<file path="src/rtl/adc3w_pkg.sv">
// Shared types and frame constants for the three-wire converter host.
// Assumes the converter frame: start + 4 config bits, one null bit, data.
package adc3w_pkg;
    typedef enum logic [1:0] {
        ST_IDLE = 2'd0,
        ST_XFER = 2'd1,
        ST_GAP  = 2'd2
    } host_state_t;

    localparam int TX_BITS   = 5;  // start bit plus four configuration bits
    localparam int NULL_BITS = 1;  // turnaround bit returned before the data
endpackage

</file>
<file path="src/rtl/adc3w_sclk_gen.sv">
// Serial clock generator: while run is high, produces sclk with a low phase
// of LO_CYC and a high phase of HI_CYC system cycles, starting low.
// rise/fall are high in the first cycle of each new sclk level.
// Assumes LO_CYC >= 1 and HI_CYC >= 2.
module adc3w_sclk_gen #(
    parameter int LO_CYC = 125,
    parameter int HI_CYC = 125
) (
    input  logic clk,
    input  logic rst_n,
    input  logic run,
    output logic sclk,
    output logic rise,
    output logic fall
);
    localparam int PMAX = (LO_CYC > HI_CYC) ? LO_CYC : HI_CYC;
    localparam int CW   = $clog2(PMAX + 1);
    localparam logic [CW-1:0] LO_LAST = CW'(LO_CYC - 1);
    localparam logic [CW-1:0] HI_LAST = CW'(HI_CYC - 1);

    logic [CW-1:0] phase_cnt;

    // Phase timer: counts out each level and toggles sclk at its end.
    always_ff @(posedge clk) begin
        if (!rst_n || !run) begin
            phase_cnt <= '0;
            sclk      <= 1'b0;
            rise      <= 1'b0;
            fall      <= 1'b0;
        end else begin
            rise <= 1'b0;
            fall <= 1'b0;
            if (!sclk) begin
                if (phase_cnt == LO_LAST) begin
                    phase_cnt <= '0;
                    sclk      <= 1'b1;
                    rise      <= 1'b1;
                end else begin
                    phase_cnt <= phase_cnt + 1'b1;
                end
            end else begin
                if (phase_cnt == HI_LAST) begin
                    phase_cnt <= '0;
                    sclk      <= 1'b0;
                    fall      <= 1'b1;
                end else begin
                    phase_cnt <= phase_cnt + 1'b1;
                end
            end
        end
    end

    // edge strobes mark genuine level changes of sclk
    p_rise_edge_r3: assert property (@(posedge clk) disable iff (!rst_n)
        rise |-> (sclk && !$past(sclk)));
    p_fall_edge_r3: assert property (@(posedge clk) disable iff (!rst_n)
        fall |-> (!sclk && $past(sclk)));
    p_edge_excl_r3: assert property (@(posedge clk) disable iff (!rst_n)
        !(rise && fall));
endmodule

</file>
<file path="src/rtl/adc3w_tx_shift.sv">
// Transmit shifter for the shared data wire: loads the outgoing word,
// presents its MSB, shifts on each sclk fall, and owns the drive enable.
// Assumes load and shift never coincide.
module adc3w_tx_shift #(
    parameter int W = 5
) (
    input  logic         clk,
    input  logic         rst_n,
    input  logic         load,
    input  logic [W-1:0] load_word,
    input  logic         shift,
    input  logic         drop_oe,
    output logic         sd_o,
    output logic         sd_oe
);
    logic [W-1:0] tx_sr;

    // Shift register and drive-enable flop.
    always_ff @(posedge clk) begin
        if (!rst_n) begin
            tx_sr <= '0;
            sd_oe <= 1'b0;
        end else if (load) begin
            tx_sr <= load_word;
            sd_oe <= 1'b1;
        end else begin
            if (shift) begin
                tx_sr <= {tx_sr[W-2:0], 1'b0};
            end
            if (drop_oe) begin
                sd_oe <= 1'b0;
            end
        end
    end

    assign sd_o = tx_sr[W-1];

    // the wire is only ever taken at the start of a transaction
    p_oe_from_load_r5: assert property (@(posedge clk) disable iff (!rst_n)
        $rose(sd_oe) |-> $past(load));
endmodule

</file>
<file path="src/rtl/adc3w_rx_shift.sv">
// Receive shifter: collects W bits MSB-first from the shared wire when
// capture is high; cleared at the start of each transaction.
module adc3w_rx_shift #(
    parameter int W = 12
) (
    input  logic         clk,
    input  logic         rst_n,
    input  logic         clear,
    input  logic         capture,
    input  logic         sd_i,
    output logic [W-1:0] data
);
    // Shift in one sampled bit per capture strobe.
    always_ff @(posedge clk) begin
        if (!rst_n || clear) begin
            data <= '0;
        end else if (capture) begin
            data <= {data[W-2:0], sd_i};
        end
    end
endmodule

</file>
<file path="src/rtl/adc3w_host.sv">
// Three-wire converter host: sequences chip select, serial clock, the
// five-bit command, the turnaround of the shared wire, and the capture of
// the result. Assumes HI_CYC >= 2 so the wire is released inside the
// fifth high phase, and OUT_W >= RES_W.
module adc3w_host
    import adc3w_pkg::*;
#(
    parameter int LO_CYC  = 125,
    parameter int HI_CYC  = 125,
    parameter int GAP_CYC = 125,
    parameter int RES_W   = 12,
    parameter int OUT_W   = 16
) (
    input  logic             clk,
    input  logic             rst_n,
    input  logic             req,
    input  logic             cfg_single,
    input  logic             cfg_odd,
    input  logic             cfg_msb_first,
    input  logic             cfg_stay_on,
    output logic             cs_n,
    output logic             sclk,
    output logic             sd_o,
    output logic             sd_oe,
    input  logic             sd_i,
    output logic             busy,
    output logic             done,
    output logic [OUT_W-1:0] result
);
    localparam int FRAME = TX_BITS + NULL_BITS + RES_W;
    localparam int BCW   = $clog2(FRAME + 1);
    localparam int GCW   = $clog2(GAP_CYC + 1);
    localparam logic [BCW-1:0] LAST_PULSE = BCW'(FRAME);
    localparam logic [BCW-1:0] OE_PULSE   = BCW'(TX_BITS - 1);
    localparam logic [BCW-1:0] DATA_FIRST = BCW'(TX_BITS + NULL_BITS);
    localparam logic [GCW-1:0] GAP_LAST   = GCW'(GAP_CYC - 1);

    host_state_t      state;
    logic [BCW-1:0]   pulse_cnt;
    logic [GCW-1:0]   gap_cnt;
    logic             sck_rise;
    logic             sck_fall;
    logic             start_now;
    logic             in_xfer;
    logic [RES_W-1:0] rx_data;
    logic [TX_BITS-1:0] cmd_word;

    assign start_now = (state == ST_IDLE) && req;
    assign in_xfer   = (state == ST_XFER);
    assign busy      = (state != ST_IDLE);
    assign cmd_word  = {1'b1, cfg_single, cfg_odd, cfg_msb_first, cfg_stay_on};

    adc3w_sclk_gen #(
        .LO_CYC (LO_CYC),
        .HI_CYC (HI_CYC)
    ) u_sclk (
        .clk   (clk),
        .rst_n (rst_n),
        .run   (in_xfer),
        .sclk  (sclk),
        .rise  (sck_rise),
        .fall  (sck_fall)
    );

    adc3w_tx_shift #(
        .W (TX_BITS)
    ) u_tx (
        .clk       (clk),
        .rst_n     (rst_n),
        .load      (start_now),
        .load_word (cmd_word),
        .shift     (in_xfer && sck_fall),
        .drop_oe   (in_xfer && sck_rise && (pulse_cnt == OE_PULSE)),
        .sd_o      (sd_o),
        .sd_oe     (sd_oe)
    );

    adc3w_rx_shift #(
        .W (RES_W)
    ) u_rx (
        .clk     (clk),
        .rst_n   (rst_n),
        .clear   (start_now),
        .capture (in_xfer && sck_rise && (pulse_cnt >= DATA_FIRST)),
        .sd_i    (sd_i),
        .data    (rx_data)
    );

    // Transaction sequencer: chip select, pulse counting, result, gap.
    always_ff @(posedge clk) begin
        if (!rst_n) begin
            state     <= ST_IDLE;
            cs_n      <= 1'b1;
            pulse_cnt <= '0;
            gap_cnt   <= '0;
            done      <= 1'b0;
            result    <= '0;
        end else begin
            done <= 1'b0;
            unique case (state)
                ST_IDLE: begin
                    if (req) begin
                        state     <= ST_XFER;
                        cs_n      <= 1'b0;
                        pulse_cnt <= '0;
                    end
                end
                ST_XFER: begin
                    if (sck_rise) begin
                        pulse_cnt <= pulse_cnt + 1'b1;
                    end
                    if (sck_fall && (pulse_cnt == LAST_PULSE)) begin
                        state   <= ST_GAP;
                        cs_n    <= 1'b1;
                        done    <= 1'b1;
                        result  <= OUT_W'(rx_data);
                        gap_cnt <= '0;
                    end
                end
                ST_GAP: begin
                    if (gap_cnt == GAP_LAST) begin
                        state <= ST_IDLE;
                    end else begin
                        gap_cnt <= gap_cnt + 1'b1;
                    end
                end
                default: state <= ST_IDLE;
            endcase
        end
    end

    // the host never drives the wire outside a selected transaction
    p_oe_in_frame_r5: assert property (@(posedge clk) disable iff (!rst_n)
        sd_oe |-> !cs_n);
    // release happens inside a high phase of sclk
    p_oe_release_high_r5: assert property (@(posedge clk) disable iff (!rst_n)
        $fell(sd_oe) |-> sclk);
    // no clock pulses while deselected
    p_sclk_idle_r6: assert property (@(posedge clk) disable iff (!rst_n)
        cs_n |-> !sclk);
    // outgoing bit is steady while sclk stays high
    p_tx_stable_r4: assert property (@(posedge clk) disable iff (!rst_n)
        (sclk && $past(sclk)) |-> $stable(sd_o));
    // done is a single-cycle strobe tied to deselection
    p_done_pulse_r8: assert property (@(posedge clk) disable iff (!rst_n)
        done |=> !done);
    p_done_cs_r8: assert property (@(posedge clk) disable iff (!rst_n)
        done |-> $rose(cs_n));
    // busy covers the whole selected period
    p_busy_cover_r9: assert property (@(posedge clk) disable iff (!rst_n)
        !cs_n |-> busy);
    // a transaction only begins from the idle state
    p_start_idle_r10: assert property (@(posedge clk) disable iff (!rst_n)
        $fell(cs_n) |-> !$past(busy));
endmodule

</file>
<file path="config.mk">
export PLATFORM = sky130hd
export DESIGN_NAME = adc3w_host
export DESIGN_NICKNAME = d
export VERILOG_FILES = /design/src/rtl/adc3w_pkg.sv /design/src/rtl/adc3w_sclk_gen.sv /design/src/rtl/adc3w_tx_shift.sv /design/src/rtl/adc3w_rx_shift.sv /design/src/rtl/adc3w_host.sv
export SDC_FILE = /design/constraint.sdc
export NUM_CORES = 1
export LEC_CHECK = 0
export ABC_AREA = 0
export BUFFER_PORTS_ARGS = -buffer_cell sky130_fd_sc_hd__buf_4
export CELL_PAD_IN_SITES_DETAIL_PLACEMENT = 0
export CELL_PAD_IN_SITES_GLOBAL_PLACEMENT = 2
export CORE_ASPECT_RATIO = 1.25
export CORE_UTILIZATION = 32
export CTS_CLUSTER_SIZE = 14
export DETAILED_ROUTE_END_ITERATION = 8
export GPL_TIMING_DRIVEN = 1
export HOLD_SLACK_MARGIN = 0.06
export PLACE_DENSITY = 0.79
export RECOVER_POWER = 100
export SLEW_MARGIN = 20
export SYNTH_ARGS = -nofsm -noshare
export SYNTH_HDL_FRONTEND = slang
export SYNTH_SLANG_ARGS = --single-unit
</file>
<file path="constraint.sdc">
create_clock -name clk -period 1.5 [get_ports clk]
set_input_delay 0.225 -clock clk [delete_from_list [all_inputs] [get_ports clk]]
set_output_delay 0.225 -clock clk [all_outputs]
set_load 0.02 [all_outputs]
</file>
==> out/results.ini <==
[final_layout]
fin_cells = 382
drive_above_1_share = 0.219
diodes = 0
area_delta_synth_final_pct = 24.4
num-nets-final = 306
multi_input_area_um2 = 1060
fillCellCount = 704
final_util = 0.408
seq_area_um2 = 1120

[die]
io_pins = 30
dieArea_um2 = 7450
num_rows = 34
die_h_um = 96.3
start_util = 0.328
coreArea_um2 = 6930
die_w_um = 77.4

[sta]
finClkSkew_ns = 0.00891
slew_viol_final = 0
timing.final.crit_share = 0.959
rsz0062_at_grt = yes
fmax_mhz = 695
timing_hold_violations_final = 0
setup_viol = 0
fin_crit_ns = 1.44

[clocking]
clock_sinks = 56
cts_hold_buffers = 0
clock_latency_ns = 0.31
cts_buffers = 5
clock_tree.buffer_depth = 2
ctsRootBufferMaster = clkbuf_8
cts_tree = yes
cts_max_level = 2
cts.clk_slew.worst_paths_ns = 0.11

[synth]
async_flop_share = 0
synth_edf_count = 0
synth_flop_cell = dfxtp_1
synth_top_area_frac = 0.493
synth_largest_area_cell = dfxtp_1
synth_top_family_by_area = simple AND/OR/NAND/NOR gates
synth-simple-area-share = 0.172
synth_sequential_area_ratio = 0.493
yosysMostFrequentCell = dfxtp_1
synth_commonest_cells = dfxtp_1 (56), nor2_1 (39), nand2_1 (18)
synth-seq-cells = 56
synthMuxAreaShare = 0.0616
synthTopCellsByArea = dfxtp_1 (49%), nor2_1 (6.4%), mux2i_1 (6.2%), a22o_1 (4.6%), ha_1 (3.9%)
synthCells = 236
synthXorXnorAreaFrac = 0.0385
avgSynthCellArea_um2 = 9.64
ys.warnings.count = 0
syn_area_um2 = 2270
synth_fa_ha_area_frac = 0.0385
synth_compound_area_frac = 0.134
ys_types = 40

[setup_path]
start_kind = register
critical-path-slowest-cell = dfxtp_2
path_class = reg2reg
cp.arrival_ns = 1.64
reg2reg_depth = 6
cp.required_ns = 1.71
crit_buf_inv = 2
r2r_slack_ns = 0.06
r2r_end = u_rx.data[0]
cpLargestDelayFamily = flip-flops
max_stage_delay_ns = 0.36
worst_r2r_startpoint = state[0]
cp_max_fo = 6
endpoint_kind = register
path_cells = buf_6, and3b_2, a21boi_4, clkbuf_16, mux2i_1, nor2_1

[flow_run]
cap_violations = 0

[detailed_routing]
wl_um = 4440
vias = 1733
avgRoutedWirePerCell_um = 11.6
ant_nets = 0
vias_per_cell = 4.54
route.top_layer_used = met4
dr_wl_met3_um = 109
drcViolationCount = 0
met1_length_um = 2110
drt-pass1-iter-count = 4
wl_met2_um = 2160
drt_iter0_markers = 58

[grt]
grt.overflow.total = 0
track_usage = 0.128
grt_pass1_wl_um = 7440
grt_antenna_before_repair = 0
grt_pass1_vias = 1646
grt_max_degree = 20

[power_and_ir_drop]
power_density_nw_per_um2 = 903
leakagePower_nw = 1.06
vdd_drop_max_mv = 0.507

[min_path]
whs_endpoint = u_rx.data[0]
hold_depth = 3
hold_path.startpoint = sd_i
min_path_type = in2reg

[outcome]
outcome = finished clean

[placed_design]
portBuffers = 25
dp_cells = 372
gp_congestion = 0.725
post-dp-hpwl_um = 3170

[how the worst max path moves through the flow]
stage	to	cells after the start	slack [ns]	startpoint
5_1_grt	u_rx.data[0]	6	-0.02	state[0]
3_5_place_dp	result[3]	4	-0.11	pulse_cnt[3]
3_3_place_gp	result[5]	4	-0.05	pulse_cnt[3]
6_report	u_rx.data[0]	6	0.06	state[0]
4_1_cts	gap_cnt[5]	6	0.02	gap_cnt[0]
2_1_floorplan	u_rx.data[10]	7	0.02	pulse_cnt[0]
[cell usage in the layout, fill, tap and decap left out, types with 2 or more instances in the layout]
master     n
inv_1     10
xor2_1     6
dfxtp_2    3
dfxtp_1   53
o21ai_0    6
a22o_1    12
nand4_1    2
a211oi_1   2
a31oi_1    3
a21oi_1    8
clkbuf_1  18
o21ai_2    2
and3_1     2
nor2b_1    2
inv_6      2
ha_1       6
xnor2_1    4
nand3_1    7
nand2_1   17
clkbuf_8   5
mux2i_1   14
buf_4     34
conb_1     4
nor2_1    37
nor3_1     5
buf_12     2
[logic make-up (layout without fill, tap and decap cells)]
family                   after synthesis  in the layout
AND/OR/NAND/NOR                       85             85
flip-flops                            56             56
AO/OA/AOI/OAI                         41             41
buffers and inverters                 22             75
multiplexers                          14             14
XOR/XNOR                              10             10
adder cells (fa/ha/maj)                7              7
other                                  1              4
[sequential cells by signal, indices dropped and copies added (netlist names)]
name              count
done                  1
u_sclk.phase_cnt      7
u_rx.data            12
pulse_cnt             5
u_sclk.fall           1
u_sclk.rise           1
result               12
u_tx.sd_oe            1
cs_n                  1
gap_cnt               7
u_tx.tx_sr            5
state                 2
u_sclk.sclk           1
[repair_timing]
item | 4_1_cts | 5_1_grt
pin swaps | 0 | 8
cloned | 0 | 1
setup buffers | 0 | 2
gates resized for setup | 4 | 10
setup endpoints to repair | 25 | 15
[final cells by class]
type                       instances  share of cell area
sequential                        56               0.398
tap                               90              0.0398
clock buffer                       5              0.0243
clock inverter                     3             0.00885
multi-input combinational        161               0.373
timing repair buffer              57               0.143
inverter                          10              0.0133
[through the flow]
step	worst slack (ns)	setup TNS (ns)	cell area [um2]	hold WS (ns)	power, mW
after CTS	0.0187	0	2840	0.141	2.62
final	0.0613	0	2830	0.153	2.55
after global placement	-0.0526	-0.621	2740	0.438	1.72
after detailed placement	-0.114	-1.23	2740	0.437	1.72
after global routing	-0.0224	-0.155	2830	0.138	2.68
after floorplan	0.0163	0	2290	0.363	1.65
[where the power goes]
part | switching, mW | internal (mW) | leakage (nW)
clock network | 0.530 | 0.342 | 0.0452
logic | 0.0985 | 0.0674 | 0.565
registers | 0.0109 | 1.51 | 0.454
[tightest hold or removal path: cells and delay by family]
kind	cells	cell delay, ns
buffers and inverters	1	0.08
multiplexers	1	0.05
AND/OR/NAND/NOR	1	0.07
[routing by layer]
| metal | GRT usage | vias up |
|---|---|---|
| li1 | - | 908 |
| met1 | 0.149 | 802 |
| met2 | 0.226 | 19 |
| met3 | 0.0294 | 4 |
| met4 | 0.0519 | 0 |
| met5 | 0 | - |
Power figures use the tool's default switching activity.
